## src/rtl/fsr_pkg.sv

```systemverilog
package fsr_pkg;

   typedef enum logic [1:0] {
      OP_PROG   = 2'd0,
      OP_SERASE = 2'd1,
      OP_CERASE = 2'd2,
      OP_EXIT   = 2'd3
   } fsr_op_e;

   typedef enum logic [1:0] {
      ST_READ   = 2'd0,
      ST_BUSY   = 2'd1,
      ST_STATUS = 2'd2
   } fsr_state_e;

   localparam int unsigned BIT_POLL = 7;
   localparam int unsigned BIT_TOG  = 6;
   localparam int unsigned BIT_FAIL = 5;
   localparam int unsigned BIT_VPP  = 3;

endpackage

```

## src/rtl/fsr_op_timer.sv

```systemverilog
module fsr_op_timer #(
   parameter int unsigned CNT_W = 7
) (
   input  logic             clk,
   input  logic             rst_n,
   input  logic             start,
   input  logic [CNT_W-1:0] load,
   output logic             running,
   output logic             last
);

   logic [CNT_W-1:0] cnt_q;

   always_ff @(posedge clk) begin
      if (!rst_n)
         cnt_q <= '0;
      else if (start)
         cnt_q <= load;
      else if (cnt_q != '0)
         cnt_q <= cnt_q - CNT_W'(1);
   end

   assign running = (cnt_q != '0);
   assign last    = (cnt_q == CNT_W'(1));

endmodule

```

## src/rtl/fsr_array.sv

```systemverilog
module fsr_array #(
   parameter int unsigned DATA_W = 16,
   parameter int unsigned ADDR_W = 6,
   parameter int unsigned SECT_W = 2
) (
   input  logic                     clk,
   input  logic                     rst_n,
   input  logic [ADDR_W-1:0]        rd_addr,
   output logic [DATA_W-1:0]        rd_word,
   input  logic [ADDR_W-1:0]        pg_addr,
   output logic [DATA_W-1:0]        pg_old,
   input  logic                     pg_en,
   input  logic [DATA_W-1:0]        pg_word,
   input  logic [(1<<SECT_W)-1:0]   er_mask
);

   localparam int unsigned DEPTH      = 1 << ADDR_W;
   localparam int unsigned SECT_WORDS = 1 << (ADDR_W - SECT_W);

   logic [DATA_W-1:0] words [DEPTH];

   for (genvar w = 0; w < DEPTH; w++) begin : g_word
      localparam int unsigned SEC = w / SECT_WORDS;
      logic [DATA_W-1:0] q;

      always_ff @(posedge clk) begin
         if (!rst_n)
            q <= '1;
         else if (er_mask[SEC])
            q <= '1;
         else if (pg_en && (pg_addr == ADDR_W'(w)))
            q <= pg_word;
      end

      assign words[w] = q;
   end

   assign rd_word = words[rd_addr];
   assign pg_old  = words[pg_addr];

endmodule

```

## src/rtl/fsr_readout.sv

```systemverilog
module fsr_readout
   import fsr_pkg::*;
#(
   parameter int unsigned DATA_W = 16
) (
   input  logic              clk,
   input  logic              rst_n,
   input  logic              rd_en,
   input  logic              tog_clr,
   input  fsr_state_e        state,
   input  fsr_op_e           op,
   input  logic [1:0]        cfg,
   input  logic              poll_src,
   input  logic              vpp_ok,
   input  logic              flag_fail,
   input  logic              flag_vpp,
   input  logic [DATA_W-1:0] arr_word,
   output logic [DATA_W-1:0] rd_data
);

   logic rd_q;
   logic tog_q;
   logic rd_rise;
   logic tog_live;

   assign rd_rise  = rd_en & ~rd_q;
   assign tog_live = (state != ST_READ);

   always_ff @(posedge clk) begin
      if (!rst_n) begin
         rd_q  <= 1'b0;
         tog_q <= 1'b0;
      end else begin
         rd_q <= rd_en;
         if (tog_clr)
            tog_q <= 1'b0;
         else if (rd_rise && tog_live)
            tog_q <= ~tog_q;
      end
   end

   always_comb begin
      rd_data = '0;
      unique case (state)
         ST_READ: rd_data = arr_word;
         ST_BUSY: begin
            rd_data[BIT_POLL] = (cfg == 2'b00) && (op == OP_PROG) && !poll_src;
            rd_data[BIT_TOG]  = tog_q;
            rd_data[BIT_VPP]  = ~vpp_ok;
         end
         default: begin
            rd_data[BIT_POLL] = (cfg != 2'b00) || ((op == OP_PROG) && !poll_src);
            rd_data[BIT_TOG]  = tog_q;
            rd_data[BIT_FAIL] = flag_fail;
            rd_data[BIT_VPP]  = flag_vpp;
         end
      endcase
   end

endmodule

```

## src/rtl/flash_status_reporter.sv

```systemverilog
module flash_status_reporter #(
   parameter int unsigned DATA_W     = 16,
   parameter int unsigned ADDR_W     = 6,
   parameter int unsigned SECT_W     = 2,
   parameter int unsigned PROG_CYC   = 8,
   parameter int unsigned SERASE_CYC = 32,
   parameter int unsigned CERASE_CYC = 64
) (
   input  logic                     clk,
   input  logic                     rst_n,
   input  logic                     cfg_wr,
   input  logic [1:0]               cfg_din,
   input  logic                     cmd_valid,
   input  logic [1:0]               cmd_op,
   input  logic [ADDR_W-1:0]        cmd_addr,
   input  logic [DATA_W-1:0]        cmd_data,
   input  logic                     rd_en,
   input  logic [ADDR_W-1:0]        rd_addr,
   input  logic [(1<<SECT_W)-1:0]   lock_mask,
   input  logic                     vpp_ok,
   input  logic                     pulse_over,
   output logic [DATA_W-1:0]        rd_data,
   output logic                     busy
);

   import fsr_pkg::*;

   localparam int unsigned NSECT   = 1 << SECT_W;
   localparam int unsigned MAX_A   = (PROG_CYC > SERASE_CYC) ? PROG_CYC : SERASE_CYC;
   localparam int unsigned MAX_CYC = (MAX_A > CERASE_CYC) ? MAX_A : CERASE_CYC;
   localparam int unsigned CNT_W   = $clog2(MAX_CYC + 1);

   if (DATA_W < 8) begin : g_chk_data
      $error("DATA_W must hold status bit 7");
   end
   if (SECT_W == 0 || SECT_W >= ADDR_W) begin : g_chk_sect
      $error("SECT_W must be between 1 and ADDR_W-1");
   end
   if (PROG_CYC < 1 || SERASE_CYC < 1 || CERASE_CYC < 1) begin : g_chk_cyc
      $error("operation lengths must be at least one cycle");
   end

   logic [1:0]         cfg_q;
   fsr_state_e         state_q;
   fsr_op_e            op_q;
   logic [ADDR_W-1:0]  addr_q;
   logic [DATA_W-1:0]  data_q;
   logic               vpp_bad_q;
   logic               pls_bad_q;
   logic               flag_fail_q;
   logic               flag_vpp_q;
   logic [NSECT-1:0]   lock_snap_q;

   logic [SECT_W-1:0]  cmd_sect;
   logic [SECT_W-1:0]  sect_q;
   logic               tgt_locked;
   logic               accept;
   logic               lock_hit;
   logic               start;
   logic [CNT_W-1:0]   tmr_load;
   logic               tmr_busy;
   logic               tmr_last;
   logic               vpp_f;
   logic               pls_f;
   logic               hw_f;
   logic               ones_fail;
   logic               end_fail;
   logic               finish;
   logic               pg_en;
   logic [DATA_W-1:0]  pg_old;
   logic [DATA_W-1:0]  pg_word;
   logic [DATA_W-1:0]  arr_word;
   logic [NSECT-1:0]   er_mask;

   // status configuration: written only by cfg_wr, untouched by reset
   always_ff @(posedge clk) begin
      if (cfg_wr)
         cfg_q <= cfg_din;
   end

   assign cmd_sect   = cmd_addr[ADDR_W-1 -: SECT_W];
   assign sect_q     = addr_q[ADDR_W-1 -: SECT_W];
   assign tgt_locked = lock_mask[cmd_sect];
   assign accept     = (state_q == ST_READ) && cmd_valid && (cmd_op != OP_EXIT);
   assign lock_hit   = accept && tgt_locked &&
                       ((cmd_op == OP_PROG) || (cmd_op == OP_SERASE));
   assign start      = accept && !lock_hit;

   always_comb begin
      unique case (cmd_op)
         OP_PROG:   tmr_load = CNT_W'(PROG_CYC);
         OP_SERASE: tmr_load = CNT_W'(SERASE_CYC);
         default:   tmr_load = CNT_W'(CERASE_CYC);
      endcase
   end

   fsr_op_timer #(.CNT_W(CNT_W)) u_timer (
      .clk     (clk),
      .rst_n   (rst_n),
      .start   (start),
      .load    (tmr_load),
      .running (tmr_busy),
      .last    (tmr_last)
   );

   // faults seen in any busy cycle, including the final one
   assign vpp_f     = vpp_bad_q | ~vpp_ok;
   assign pls_f     = pls_bad_q | pulse_over;
   assign hw_f      = vpp_f | pls_f;
   assign finish    = (state_q == ST_BUSY) && tmr_last;
   assign ones_fail = |(~pg_old & data_q);
   assign pg_word   = pg_old & data_q;
   assign pg_en     = finish && (op_q == OP_PROG) && !hw_f;
   assign end_fail  = pls_f
                    | ((op_q == OP_PROG) && ones_fail)
                    | ((op_q == OP_CERASE) && (|lock_snap_q));

   for (genvar s = 0; s < NSECT; s++) begin : g_erase
      assign er_mask[s] = finish && !hw_f &&
                          (((op_q == OP_SERASE) && (sect_q == SECT_W'(s))) ||
                           ((op_q == OP_CERASE) && !lock_snap_q[s]));
   end

   always_ff @(posedge clk) begin
      if (!rst_n) begin
         state_q     <= ST_READ;
         op_q        <= OP_PROG;
         addr_q      <= '0;
         data_q      <= '0;
         vpp_bad_q   <= 1'b0;
         pls_bad_q   <= 1'b0;
         flag_fail_q <= 1'b0;
         flag_vpp_q  <= 1'b0;
         lock_snap_q <= '0;
      end else begin
         unique case (state_q)
            ST_READ: begin
               if (accept) begin
                  op_q        <= fsr_op_e'(cmd_op);
                  addr_q      <= cmd_addr;
                  data_q      <= cmd_data;
                  lock_snap_q <= lock_mask;
                  vpp_bad_q   <= 1'b0;
                  pls_bad_q   <= 1'b0;
                  if (lock_hit) begin
                     flag_fail_q <= 1'b1;
                     flag_vpp_q  <= 1'b0;
                     state_q     <= ST_STATUS;
                  end else begin
                     state_q <= ST_BUSY;
                  end
               end
            end
            ST_BUSY: begin
               vpp_bad_q <= vpp_f;
               pls_bad_q <= pls_f;
               if (tmr_last) begin
                  flag_fail_q <= end_fail;
                  flag_vpp_q  <= vpp_f;
                  state_q     <= (end_fail || vpp_f) ? ST_STATUS : ST_READ;
               end
            end
            ST_STATUS: begin
               if (cmd_valid && (cmd_op == OP_EXIT)) begin
                  flag_fail_q <= 1'b0;
                  flag_vpp_q  <= 1'b0;
                  state_q     <= ST_READ;
               end
            end
            default: state_q <= ST_READ;
         endcase
      end
   end

   fsr_array #(
      .DATA_W (DATA_W),
      .ADDR_W (ADDR_W),
      .SECT_W (SECT_W)
   ) u_array (
      .clk     (clk),
      .rst_n   (rst_n),
      .rd_addr (rd_addr),
      .rd_word (arr_word),
      .pg_addr (addr_q),
      .pg_old  (pg_old),
      .pg_en   (pg_en),
      .pg_word (pg_word),
      .er_mask (er_mask)
   );

   fsr_readout #(.DATA_W(DATA_W)) u_readout (
      .clk       (clk),
      .rst_n     (rst_n),
      .rd_en     (rd_en),
      .tog_clr   (accept),
      .state     (state_q),
      .op        (op_q),
      .cfg       (cfg_q),
      .poll_src  (data_q[BIT_POLL]),
      .vpp_ok    (vpp_ok),
      .flag_fail (flag_fail_q),
      .flag_vpp  (flag_vpp_q),
      .arr_word  (arr_word),
      .rd_data   (rd_data)
   );

   assign busy = (state_q == ST_BUSY);

endmodule

```

## config.mk

```make
export PLATFORM = sky130hd
export DESIGN_NAME = flash_status_reporter
export DESIGN_NICKNAME = d
export VERILOG_FILES = /design/src/rtl/fsr_pkg.sv /design/src/rtl/fsr_op_timer.sv /design/src/rtl/fsr_array.sv /design/src/rtl/fsr_readout.sv /design/src/rtl/flash_status_reporter.sv
export SDC_FILE = /design/constraint.sdc
export NUM_CORES = 2
export LEC_CHECK = 0
export BUFFER_PORTS_ARGS = -buffer_cell sky130_fd_sc_hd__buf_2
export CORE_ASPECT_RATIO = 0.8
export CORE_MARGIN = 10
export CORE_UTILIZATION = 38
export CTS_BUF_LIST = sky130_fd_sc_hd__clkbuf_16
export DETAILED_ROUTE_END_ITERATION = 16
export HOLD_SLACK_MARGIN = 0.06
export PLACE_DENSITY = 0.64
export SYNTH_ARGS = -nofsm -noshare
export SYNTH_HDL_FRONTEND = slang
export SYNTH_SLANG_ARGS = --single-unit
export TNS_END_PERCENT = 5
```

## constraint.sdc

```tcl
create_clock -name clk -period 8.9 [get_ports clk]
set_input_delay 1.335 -clock clk [delete_from_list [all_inputs] [get_ports clk]]
set_output_delay 1.335 -clock clk [all_outputs]
set_load 0.02 [all_outputs]
```

* Word-level counts from Yosys, hierarchy flattened
Cells that the tools add are included.
W data, S select, Z words.
** Operators by class
- Add/sub/neg operators :: 1
- Magnitude comparators :: 3
- Equal/unequal tests :: 78
- Mux-type cells :: 35
- Bitwise gates (word level) :: 15
- Reductions and logical operators :: 129
** Operators by type and width (count)
- $bmux W16 S6 :: 2
- $eq A6 B6 Y1 const B :: 32
- $eq A6 B5 Y1 const B :: 16
- $logic_and A1 B1 Y1 :: 92
- $mux W16 :: 4
- $eq A6 B4 Y1 const B :: 8
- $and A16 B16 Y16 :: 2
- $eq A6 B3 Y1 const B :: 4
- $not A16 Y16 :: 1
- $reduce_or A16 Y1 :: 1
- $ge A7 B7 Y1 const B :: 2
- $mux W7 :: 2
- $not A6 Y7 :: 2
- $pmux W7 S2 :: 1
- $eq A6 B2 Y1 const B :: 2
- $eq A2 B2 Y1 const B :: 5
- $logic_not A2 Y1 :: 5
- $mux W1 :: 10
- $mux W2 :: 5
- $reduce_or A2 Y1 :: 5
- $eq A2 B1 Y1 const B :: 4
- $mux W8 :: 1
- $ne A2 B2 Y1 const B :: 4
- $pmux W1 S2 :: 4
- 23 further kinds :: 47
** Storage, ports and cells
- Flip-flop bits (word level) :: 1069
- Input bits :: 43
- Output and inout port bits :: 17

* Longest topological paths before layout
- Depth in word-level cells :: 14
- Mapped depth :: 15
- Mapped depth without buffers :: 10

* Modules after synthesis
A second synthesis with hierarchy kept.
** Unflattened totals
- Cells, all modules :: 6266
- Area total of the unflattened synthesis :: 54071.9 sq um
** Modules (own cells, without submodules)
- fsr_array :: times used 1, cells each 5946, area an instance 51553.2 sq um
- flash_status_reporter :: times used 1, cells each 236, area an instance 1849.3 sq um
- fsr_op_timer :: times used 1, cells each 52, area an instance 440.4 sq um
- fsr_readout :: times used 1, cells each 32, area an instance 229.0 sq um

* Worst setup path before layout
Ideal clock, no wire load.
- Path kind :: in2out
- Start :: input rd_addr[0]
- End :: output rd_data[6]
- Arrival :: 3.726 ns
- Required time :: 7.565 ns
- Slack :: 3.839 ns
- Stages on the path :: 8
- Cell sequence :: clkbuf_1 -> buf_2 -> buf_1 -> mux4_2 -> mux4_2 -> mux4_2 -> nand2_1 -> nand2_1
** On the way
- Longest elaborated chain between the ends :: 5
** Ends and longest elaborated chain
- from (decl) :: line flash_status_reporter.sv:18 : input logic [ADDR_W-1:0] rd_addr,
- $not A6 Y7 (implied by the code) :: line fsr_array.sv:38 : assign rd_word = words[rd_addr];
- $bmux W16 S6 :: line fsr_array.sv:38
- $mux W16 (implied by the code) (2 in series) :: line fsr_array.sv:38
- $pmux W2 S2 :: line fsr_readout.sv:44 : unique case (state)
- to (decl) :: line flash_status_reporter.sv:22 : output logic [DATA_W-1:0] rd_data,
No other way between the ends. The select of a mux whose other input is x is not followed.

* Worst setup path in the final report
- Start :: input rd_addr[1]
- End :: output rd_data[3]
** On the way
- Longest elaborated chain between the ends :: 5
** Ends and longest elaborated chain (line)
- $not A6 Y7 (implied by the code) :: fsr_array.sv:38
- $bmux W16 S6 :: fsr_array.sv:38
- $mux W16 (implied by the code) (2 in series) :: fsr_array.sv:38
- $pmux W1 S2 :: fsr_readout.sv:44
No other way between the ends. The select of a mux whose other input is x is not followed.

==> flow_summary.yaml <==
run_status:
  outcome: "finished clean"
clocking:
  cts_tree: "done"
  cts_buffers: 108
  ctsResizeCount: 0
  postCtsSetupBuffers: 0
  hold_buffers: 0
  clock_latency_ps: 760
  ctsLongestPathBuffers: 3
  clock-sinks: 1069
  cts_root_buffer: "clkbuf_16"
  htreeDepth: 3
  clk_pin_slew_worst_paths_ps: 60
yosys:
  syn_avg_cell_area_sq_um: 10.52
  syn_area_sq_um: 54680
  ys.flop_type: "dfxtp_1"
  synth_cell_types: 85
  ys_warn_count: 0
  synth_nets: 5244
  synth_top_area_frac: 0.3907
  ys_seq_area_frac: 0.3918
  synth_area_leaders: "dfxtp_1 39%, mux4_2 20%, o211ai_1 13%"
  syn_inst: 5199
  synth_edf_count: 2
  ys_async_sr_fraction: 0
  yosysTopAreaCell: "dfxtp_1"
  ys_ff_latch: 1069
floorplan:
  core_sq_um: 142900
  rows: 124
  start_util: 0.3827
  die_w_um: 444.1
  ios: 60
  die-area_sq_um: 159600
  die_y_um: 359.3
sta:
  rsz0062_at_grt: "no"
  relSlewSlack: 0.1438
  setup_tns_ps: 0
  clock.fmax_ghz: 0.1618
  finalHoldViolCount: 0
  min_period_ps: 6179
  worst_clock_skew_ps: 44.95
  min_period_over_period: 0.6943
  setup_violations: 0
  tightest_slew_ps: 1280
  drv_slew: 0
global_routing:
  grt_usage: 0.2371
  grt_start_max_net_pins: 235
  grtUsageMet1: 0.3329
  grt_pass1_vias: 41051
  gr-total-overflow: 0
  met3_usage: 0.08607
  antenna_found_initial: 14
  grt_pass1_wl_mm: 287.3
  use_met2: 0.3278
  top_usage_layer: "met1"
detailed_routing:
  wire_per_inst_um: 28.83
  drt_drc_violations_left: 0
  vias: 45085
  via_per_inst: 6.564
  wl_mm: 198.0
  dr.first_iter.drc_count: 6970
  drt_pass1_iterations: 6
  final_antenna_net_count: 0
setup_path:
  cp.required_ps: 7570
  cp-start-kind: "input pin"
  crit_type: "input pin to primary output"
  end_kind: "primary output"
  r2r_slack_ps: 3460
  crit_path_max_fanout: 113
  cp.arrival_ps: 4840
layout:
  fin_nets: 4925
  drive_gt1_frac: 0.1990
  syn_to_final_growth_pct: 7.897
  stdcell_area_sq_um: 59000
placed_design:
  hpwl_mm: 123.5
  port_buffers: 59
  dpl-instance-area_sq_um: 55430
  gp_congestion: 0.9650
flow_run:
  max-cap-violations: 0
pwr:
  leakage_uw: 0.02416
  irDropWorstVdd_mv: 0.1422
  p_per_area_nw_per_um2: 180.7
  totalPowerFinal_uw: 10660
worst_hold_path:
  min_path_type: "flop to flop"
[per-layer routing]
layer	routed length (um)	vias up
li1	-	19169
met1	80520	22551
met2	80740	2888
met3	28170	465
met4	8485	12
met5	80	-
[critical path: stages]
cell,delay (ps)
buf_8,710
buf_4,600
mux4_2,390
mux4_2,680
mux4_2,570
a21oi_1,160
o21ai_0,100
buf_2,190
[layout make-up]
class | count | area (sq um)
fillers | 13393 | 83900
multi-input cells | 3508 | 30210
flip-flops and latches | 1069 | 21440
clock buffers | 110 | 2753
well taps | 1890 | 2365
repair buffers | 178 | 1371
clock inverters | 90 | 779.5
inverters | 15 | 56.30
diodes | 9 | 22.52
[registers in the layout, indices dropped and copies added, names as in the netlist]
name,flops
addr_q,6
cfg_q,2
data_q,16
flag_fail_q,1
flag_vpp_q,1
lock_snap_q,4
op_q,2
pls_bad_q,1
state_q,2
u_array.g_word.q,1024
u_readout.rd_q,1
u_readout.tog_q,1
u_timer.cnt_q,7
vpp_bad_q,1
[placed cells by master (no fill, tap or decap), types with 10 or more instances in the layout]
master	count
buf_4	107
a21oi_1	34
buf_2	55
nand3_1	40
a221oi_1	13
nand2_2	15
buf_12	12
inv_1	34
dfxtp_1	1061
nor2b_1	18
nor2_1	60
a31oi_1	13
mux2i_1	171
mux4_2	497
o211ai_1	955
clkinv_2	18
and2_1	28
nand2_1	1227
a21boi_0	33
o21ai_0	22
a22o_1	18
a22oi_1	67
nand4_1	11
clkbuf_16	110
o22ai_1	10
mux4_1	25
bufinv_16	12
clkinv_1	21
o211ai_2	77
a211oi_1	11
mux2_2	17
and3_1	11
[cells by family after synthesis]
group | synth area share
buf+inv | 0.05814
fa+ha+maj | 0.0004576
compound gates | 0.1863
xor+xnor | 0.0004806
mux | 0.2515
flops | 0.3918
simple gates | 0.1113
[stage by stage]
step | utilization | hold WS, ps | setup WS (ps) | instances
3_5_place_dp | 0.3879 | 468.5 | 2819 | 6659
6_report | 0.4129 | 470.6 | 2721 | 6869
3_3_place_gp | 0.3879 | 453.5 | 2865 | 6659
4_1_cts | 0.4126 | 479.0 | 2825 | 6859
5_1_grt | 0.4128 | 504.8 | 2662 | 6862
2_1_floorplan | - | 438.3 | 3839 | 5199
[synth_stat cells, types with 33 or more instances]
cell type and instances:
buf_2 118, nand2_1 1242, buf_6 51, nor2_1 61, a21boi_0 33, mux4_2 497
clkbuf_1 384, mux2i_1 171, dfxtp_1 1067, nand3_1 42, a22oi_1 67, o211ai_2 79
a21oi_1 34, o211ai_1 955
[power breakdown]
group | total [uW] | switching [uW] | internal, uW
Clock | 4650 | 2060 | 2590
Combinational | 1130 | 815 | 314
Sequential | 4880 | 68.4 | 4810
Total | 10700 | 2940 | 7720
[worst paths after layout]
check | start | depth (start not counted) | to
setup reg to reg | addr_q[0] | 9 | u_array.g_word[0].q[15]
setup / recovery | rd_addr[1] | 8 | rd_data[3]
hold reg to reg | data_q[6] | 2 | data_q[6]
hold / removal | data_q[6] | 2 | data_q[6]
(Power assumes the default switching activity.)
